<file path="src/rtl/xcr_pkg.sv">
package xcr_pkg;

  typedef enum logic [1:0] {
    FLT_NONE = 2'd0,
    FLT_UD   = 2'd1,
    FLT_GP   = 2'd2
  } flt_e;

  // Feature bit positions; the dependency rules are defined on them.
  localparam int BIT_X87   = 0;
  localparam int BIT_VEC   = 1;
  localparam int BIT_UPVEC = 2;
  localparam int WIDE_LO   = 5;
  localparam int WIDE_HI   = 7;

  typedef struct packed {
    logic fault;
    flt_e code;
    logic exit_req;
  } verdict_t;

endpackage

</file>
<file path="src/rtl/xcr_rd_path.sv">
module xcr_rd_path
  import xcr_pkg::*;
#(
  parameter int REG_W   = 32,
  parameter int INDEX_W = 32
) (
  input  logic               os_enable,
  input  logic [INDEX_W-1:0] index,
  input  logic               compact_ok,
  input  logic [REG_W-1:0]   xcr,
  input  logic [REG_W-1:0]   inuse_vec,
  output logic [2*REG_W-1:0] data,
  output verdict_t           verdict
);

  localparam logic [INDEX_W-1:0] IDX_REG   = '0;
  localparam logic [INDEX_W-1:0] IDX_INUSE = INDEX_W'(1);

  always_comb begin
    data    = '0;
    verdict = '{fault: 1'b0, code: FLT_NONE, exit_req: 1'b0};
    if (!os_enable) begin
      verdict.fault = 1'b1;
      verdict.code  = FLT_UD;
    end else if (index == IDX_REG) begin
      data = {{REG_W{1'b0}}, xcr};
    end else if (index == IDX_INUSE && compact_ok) begin
      data = {{REG_W{1'b0}}, xcr & inuse_vec};
    end else begin
      verdict.fault = 1'b1;
      verdict.code  = FLT_GP;
    end
  end

endmodule

</file>
<file path="src/rtl/xcr_wr_check.sv">
module xcr_wr_check
  import xcr_pkg::*;
#(
  parameter int REG_W   = 32,
  parameter int INDEX_W = 32,
  parameter int PRIV_W  = 2
) (
  input  logic               os_enable,
  input  logic               guest_mode,
  input  logic [PRIV_W-1:0]  priv,
  input  logic [INDEX_W-1:0] index,
  input  logic [REG_W-1:0]   val_hi,
  input  logic [REG_W-1:0]   val_lo,
  input  logic [REG_W-1:0]   supp_mask,
  output verdict_t           verdict,
  output logic               accept
);

  function automatic logic [REG_W-1:0] wide_bits();
    logic [REG_W-1:0] m;
    m = '0;
    for (int i = WIDE_LO; i <= WIDE_HI; i++) m[i] = 1'b1;
    return m;
  endfunction

  localparam logic [REG_W-1:0] WIDE_SEL = wide_bits();
  localparam logic [REG_W-1:0] WIDE_NEED = WIDE_SEL
    | (REG_W'(1) << BIT_X87) | (REG_W'(1) << BIT_VEC) | (REG_W'(1) << BIT_UPVEC);

  logic bad_value;
  logic bad_dep;

  always_comb begin
    bad_value = (val_hi != '0) || ((val_lo & ~supp_mask) != '0) || !val_lo[BIT_X87];
    bad_dep   = (val_lo[BIT_UPVEC] && !val_lo[BIT_VEC])
             || (((val_lo & WIDE_SEL) != '0) && ((val_lo & WIDE_NEED) != WIDE_NEED));
  end

  always_comb begin
    verdict = '{fault: 1'b0, code: FLT_NONE, exit_req: 1'b0};
    accept  = 1'b0;
    if (!os_enable) begin
      verdict.fault = 1'b1;
      verdict.code  = FLT_UD;
    end else if (guest_mode) begin
      verdict.exit_req = 1'b1;
    end else if (priv != '0 || index != '0 || bad_value || bad_dep) begin
      verdict.fault = 1'b1;
      verdict.code  = FLT_GP;
    end else begin
      accept = 1'b1;
    end
  end

endmodule

</file>
<file path="src/rtl/xcr_access_unit.sv">
module xcr_access_unit
  import xcr_pkg::*;
#(
  parameter int REG_W   = 32,
  parameter int INDEX_W = 32,
  parameter int PRIV_W  = 2,
  parameter logic [REG_W-1:0] RESET_VAL = REG_W'(1)
) (
  input  logic               clk,
  input  logic               rst_n,
  input  logic               req_valid,
  input  logic               req_write,
  input  logic [INDEX_W-1:0] req_index,
  input  logic [REG_W-1:0]   wr_hi,
  input  logic [REG_W-1:0]   wr_lo,
  input  logic [PRIV_W-1:0]  cur_priv,
  input  logic               os_enable,
  input  logic               guest_mode,
  input  logic [REG_W-1:0]   supp_mask,
  input  logic [REG_W-1:0]   inuse_vec,
  input  logic               compact_ok,
  output logic               resp_valid,
  output logic [2*REG_W-1:0] rd_data,
  output logic               fault,
  output logic [1:0]         fault_code,
  output logic               exit_req,
  output logic               mode_chg,
  output logic [REG_W-1:0]   xcr_value
);

  logic [REG_W-1:0]   xcr_q, xcr_d;
  logic               xcr_en;
  logic [2*REG_W-1:0] rd_q, rd_d, rd_path_data;
  verdict_t           rd_verdict, wr_verdict, sel_verdict, verdict_q;
  logic               wr_accept;
  logic               vld_q, chg_q, chg_d;

  xcr_rd_path #(.REG_W(REG_W), .INDEX_W(INDEX_W)) u_rd (
    .os_enable  (os_enable),
    .index      (req_index),
    .compact_ok (compact_ok),
    .xcr        (xcr_q),
    .inuse_vec  (inuse_vec),
    .data       (rd_path_data),
    .verdict    (rd_verdict)
  );

  xcr_wr_check #(.REG_W(REG_W), .INDEX_W(INDEX_W), .PRIV_W(PRIV_W)) u_wr (
    .os_enable  (os_enable),
    .guest_mode (guest_mode),
    .priv       (cur_priv),
    .index      (req_index),
    .val_hi     (wr_hi),
    .val_lo     (wr_lo),
    .supp_mask  (supp_mask),
    .verdict    (wr_verdict),
    .accept     (wr_accept)
  );

  // Next-state
  always_comb begin
    sel_verdict = req_write ? wr_verdict : rd_verdict;
    rd_d        = req_write ? '0 : rd_path_data;
    xcr_en      = req_valid && req_write && wr_accept;
    xcr_d       = wr_lo;
    chg_d       = xcr_en;
  end

  // Registers
  always_ff @(posedge clk or negedge rst_n) begin
    if (!rst_n) begin
      xcr_q <= RESET_VAL;
    end else if (xcr_en) begin
      xcr_q <= xcr_d;
    end
  end

  always_ff @(posedge clk or negedge rst_n) begin
    if (!rst_n) begin
      vld_q     <= 1'b0;
      chg_q     <= 1'b0;
      rd_q      <= '0;
      verdict_q <= '{fault: 1'b0, code: FLT_NONE, exit_req: 1'b0};
    end else begin
      vld_q <= req_valid;
      chg_q <= chg_d;
      if (req_valid) begin
        rd_q      <= rd_d;
        verdict_q <= sel_verdict;
      end else begin
        verdict_q <= '{fault: 1'b0, code: FLT_NONE, exit_req: 1'b0};
      end
    end
  end

  assign resp_valid = vld_q;
  assign rd_data    = rd_q;
  assign fault      = verdict_q.fault;
  assign fault_code = verdict_q.code;
  assign exit_req   = verdict_q.exit_req;
  assign mode_chg   = chg_q;
  assign xcr_value  = xcr_q;

  // Checks
  AST_BASE_BIT_SET: assert property (@(posedge clk) disable iff (!rst_n)
    xcr_q[BIT_X87]) else $error("base bit cleared");

  AST_UPVEC_NEEDS_VEC: assert property (@(posedge clk) disable iff (!rst_n)
    !(xcr_q[BIT_UPVEC] && !xcr_q[BIT_VEC])) else $error("upper vector without vector");

  AST_WIDE_GROUP: assert property (@(posedge clk) disable iff (!rst_n)
    (xcr_q[WIDE_HI:WIDE_LO] == '0) || (xcr_q[WIDE_HI:WIDE_LO] == '1 && xcr_q[BIT_UPVEC:BIT_X87] == '1))
    else $error("wide group partially enabled");

  AST_FAULT_KEEPS_REG: assert property (@(posedge clk) disable iff (!rst_n)
    (resp_valid && (fault || exit_req)) |-> $stable(xcr_q)) else $error("register changed on fault");

  AST_CHG_ONLY_CLEAN: assert property (@(posedge clk) disable iff (!rst_n)
    mode_chg |-> (resp_valid && !fault && !exit_req)) else $error("strobe without clean write");

  AST_OS_OFF_UD: assert property (@(posedge clk) disable iff (!rst_n)
    (req_valid && !os_enable) |=> (fault && fault_code == FLT_UD && !exit_req)) else $error("enable check");

  AST_RESP_FOLLOWS_REQ: assert property (@(posedge clk) disable iff (!rst_n)
    req_valid |=> resp_valid) else $error("missing response");

  AST_CODE_MATCHES_FAULT: assert property (@(posedge clk) disable iff (!rst_n)
    fault == (fault_code != FLT_NONE)) else $error("code mismatch");

endmodule

</file>
<file path="config.mk">
export PLATFORM = sky130hd
export DESIGN_NAME = xcr_access_unit
export DESIGN_NICKNAME = d
export VERILOG_FILES = /design/src/rtl/xcr_pkg.sv /design/src/rtl/xcr_rd_path.sv /design/src/rtl/xcr_wr_check.sv /design/src/rtl/xcr_access_unit.sv
export SDC_FILE = /design/constraint.sdc
export NUM_CORES = 1
export LEC_CHECK = 0
export ABC_AREA = 0
export CAP_MARGIN = 25
export CORE_MARGIN = 2
export CORE_UTILIZATION = 31
export DETAILED_ROUTE_END_ITERATION = 10
export GPL_TIMING_DRIVEN = 0
export MAX_ROUTING_LAYER = met4
export PLACE_DENSITY_LB_ADDON = 0.25
export SYNTH_ARGS = -nofsm -noshare
export SYNTH_HDL_FRONTEND = slang
export SYNTH_SLANG_ARGS = --single-unit
</file>
<file path="constraint.sdc">
create_clock -name clk -period 0.8 [get_ports clk]
set_input_delay 0.12 -clock clk [delete_from_list [all_inputs] [get_ports clk]]
set_output_delay 0.12 -clock clk [all_outputs]
set_load 0.02 [all_outputs]
</file>
==> summary.md <==
| Metric | Value |
|---|---|
| Port Buffer Count | `238` |
| Maximum clock skew at final layout | `0.00344 ns` |
| Worst IR Drop VDD | `0.949 mV` |
| Int Pwr | `7.02 mW` |
| Critical Path Source Type | `input port` |
| # IOs | `271` |
| Sequential fraction of the synthesis area | `49.2%` |
| Combined global-route utilization of all metal layers | `23.2%` |
| CP max FO | `5` |
| Number of instances in the synthesized netlist | `342` |
| Minimum hold slack | `-0.0795 ns` |
| Largest net degree at the start of global routing | `71` |
| Layout overhead on the synthesized area | `119%` |
| Total power density per cell area | `1190 nW/um^2` |
| Number of buffers added by the clock tree synthesis step | `9` |
| Y dimension of the die | `111 um` |
| Fraction of layout instances using a drive strength above 1 | `51.2%` |
| Number of endpoints with negative hold slack in the final report | `70` |
| Number of enable flip-flop cells after synthesis | `0` |
| Capture instance of the worst register-to-register path | `rd_data[6]` |
| Sequential fraction of design power | `38.3%` |
| Initial core utilization | `31.5%` |
| Achievable clock frequency | `542 MHz` |
| Total net switching power | `2.27 mW` |
| Cell Area, Synth | `3560 sq um` |
| Routed length per placed instance | `17.7 um` |
| Largest cells by area after synthesis | `sky130_fd_sc_hd__dfrtp_1, sky130_fd_sc_hd__mux2_4, sky130_fd_sc_hd__o22ai_1, sky130_fd_sc_hd__buf_4, sky130_fd_sc_hd__inv_1` |
| Violations in the final reports | `hold timing, setup timing` |
| Proportion of power drawn by the clock network | `45.3%` |
| Total routed wirelength | `14600 um` |
| Detailed-route via count | `3802` |
| Post-layout min period | `1.84 ns` |
| Share of the clock period used by the worst path | `231%` |
| Post-synthesis sequential element count | `70` |
| Clock slew at the register clock pins of the worst setup and hold paths | `0.06 ns` |
| Unrepaired setup endpoints after global routing | `true` |
| First-pass GRT wire length | `21800 um` |
| Depth of the worst register-to-register path | `3` |
| 1st-pass router iterations | `4` |
| Cell type with the largest total area after synthesis | `sky130_fd_sc_hd__dfrtp_1` |
| Detail Route Antenna Nets | `0` |
| Mean number of vias per cell | `4.60` |
| Switching fraction of total power | `24.4%` |
| Mapped Avg Cell Area | `10.4 sq um` |
| Standard-cell rows | `39` |
| Reg2Reg Launch Point | `xcr_value[6]` |
| Placer Congestion | `0.880` |
| Initial antenna violation count | `1` |
| Final global-route overflow total | `0` |
| Highest-count cells in the layout ignoring fill and taps | `sky130_fd_sc_hd__buf_6, sky130_fd_sc_hd__clkdlybuf4s50_1, sky130_fd_sc_hd__buf_4, sky130_fd_sc_hd__dfrtp_1, sky130_fd_sc_hd__inv_1` |
| Most common library cell in the layout ignoring fill and taps | `sky130_fd_sc_hd__buf_6` |
| Clock Tree Root | `sky130_fd_sc_hd__clkbuf_16` |
| Number of nets in the final layout | `846` |
| Final worst slack | `-1.04 ns` |
| Maximum level of the CTS H-tree | `3` |
| Final setup violation count | `137` |
| Total of max-cap violations | `0` |
| CTS max path bufs | `2` |
| Static Leak | `3.75 nW` |
| Number of pins with negative max-slew slack in the final report | `0` |
| Rel. slew slack | `40.0%` |
| DIE WIDTH | `111 um` |
| Slew of the pin with the lowest slew margin | `0.901 ns` |
| # clock sinks | `70` |
| Proportion of netlist area held by the largest area contributor | `48.4%` |
| Total power of the final layout | `9.28 mW` |
| Area of the core region | `11300 sq um` |
| Critical Path End Type | `flop` |
| Number of warning messages in the yosys log | `0` |
| Worst setup path category | `input port to flop` |
| Status | `finished with violations` |
| Number of distinct library cells after synthesis | `29` |
| Area of the die | `12400 sq um` |
| Class of the tightest hold or removal check | `input port to asynchronous set/reset pin` |
| Number of DRC markers after the initial detailed-route iteration | `130` |
| Post-DP HPWL | `10100 um` |
| Critical path required time | `1.00 ns` |
| Async set or reset register ratio after synthesis | `100%` |
| Insertion delay to the later sink of the worst-skew pair | `0.32 ns` |
| Number of global-route vias before repair | `4099` |
| Dominant synthesized flop cell | `sky130_fd_sc_hd__dfrtp_1` |
| CTS tree | `built` |
| Critical path data arrival time | `2.05 ns` |
| Number of remaining DRC errors | `0` |
| Share of power burned in combinational logic | `16.4%` |
| Register-to-Register Setup Slack | `-0.15 ns` |
| Worst Setup Slack post-DPL | `-1.99 ns` |
-- state kept, by name (all words and copies together) (netlist names) --
| register | flops |
|---|---|
| xcr_value | 32 |
| mode_chg | 1 |
| resp_valid | 1 |
| rd_data | 32 |
| fault_code | 2 |
| fault | 1 |
| exit_req | 1 |
-- worst max-delay path by stage --
stage                  startpoint            end  slack [ns]  depth (start not counted)
finish                  wr_hi[26]  xcr_value[30]       -1.04                         10
global route        req_index[22]  xcr_value[30]       -1.15                         10
CTS                     wr_hi[30]  xcr_value[30]       -1.10                         10
detailed placement   req_index[4]  xcr_value[30]       -1.99                          8
global placement            rst_n       exit_req       -2.77                          1
floorplan            req_index[4]  xcr_value[10]       -1.09                          7
-- cell type report --
class,count,area (sq um)
Fill cell,884,3500
Timing Repair Buffer,293,2930
Multi-Input combinational cell,199,2000
Sequential cell,70,1750
Buffer,45,417
Clock buffer,11,253
Inverter,59,221
Tap cell,143,179
Clock inverter,5,63.8
Antenna cell,1,2.50
-- cell families (layout without fill, tap and decap cells) --
| group | count (synthesis) | count (layout) | share of synthesized area [%] |
|---|---|---|---|
| flops | 70 | 70 | 49.2 |
| buf+inv | 104 | 413 | 15.2 |
| other cells | 1 | 33 | 0.105 |
| compound gates | 83 | 83 | 13.8 |
| mux | 31 | 31 | 12.7 |
| simple gates | 53 | 53 | 8.95 |
-- critical path, stage by stage --
cell	delay [ns]
sky130_fd_sc_hd__dlygate4sd2_1	0.24
sky130_fd_sc_hd__nor4_2	0.24
sky130_fd_sc_hd__nand2_1	0.09
sky130_fd_sc_hd__nor3_2	0.28
sky130_fd_sc_hd__nand4_1	0.21
sky130_fd_sc_hd__nor3_4	0.20
sky130_fd_sc_hd__buf_12	0.15
sky130_fd_sc_hd__buf_12	0.11
sky130_fd_sc_hd__buf_12	0.12
sky130_fd_sc_hd__mux2_4	0.29
-- power by group through the flow --
stage,sequential (mW),combinational [mW],clock (mW)
floorplan,3.64,0.405,0
global placement,3.62,1.46,0
detailed placement,3.62,1.47,0
CTS,3.56,1.45,4.27
global route,3.56,1.63,4.43
finish,3.56,1.52,4.21
-- through the flow --
stage / util (%) / std cells / TNS [ns] / cell area, sq um / hold slack (ns)
floorplan: - / 373 / -54.66 / 3730 / -0.176
global placement: 55.6 / 754 / -326.23 / 6290 / 0.513
detailed placement: 55.6 / 754 / -141.60 / 6290 / 0.306
CTS: 65.4 / 813 / -65.54 / 7410 / -0.0400
global route: 69.1 / 826 / -73.64 / 7820 / 0.000537
finish: 69.1 / 826 / -64.73 / 7820 / -0.0795
-- cell usage after synthesis, types with 2 or more instances --
cell type                   n
sky130_fd_sc_hd__dfrtp_1   69
sky130_fd_sc_hd__inv_1     59
sky130_fd_sc_hd__o22ai_1   44
sky130_fd_sc_hd__o21ai_0   34
sky130_fd_sc_hd__buf_4     32
sky130_fd_sc_hd__mux2_4    28
sky130_fd_sc_hd__nor4_1    17
sky130_fd_sc_hd__clkbuf_1   9
sky130_fd_sc_hd__nand2_1    9
sky130_fd_sc_hd__nor2_1     5
sky130_fd_sc_hd__nand2b_1   4
sky130_fd_sc_hd__nand4_1    4
sky130_fd_sc_hd__nor3_1     4
sky130_fd_sc_hd__buf_6      3
sky130_fd_sc_hd__mux2_2     3
sky130_fd_sc_hd__nand3_1    3
sky130_fd_sc_hd__nor2b_1    2
sky130_fd_sc_hd__nor3_4     2
-- per-layer routing --
metal / global-route usage (%) / share of wire (%)
met4: 6.17 / 1.6
met1: 26.8 / 40
met5: - / 0
met3: 4.70 / 4.4
met2: 41.3 / 54
-- repair_timing --
item                                    4_1_cts  5_1_grt
hold endpoints to repair                     69        0
cloned                                        4        2
endpoints found under the setup margin      137      138
gates resized for setup                     683      109
pin swaps                                    51       27
buffers inserted                             39       12
No activity file was read; power rests on OpenSTA's default activity.
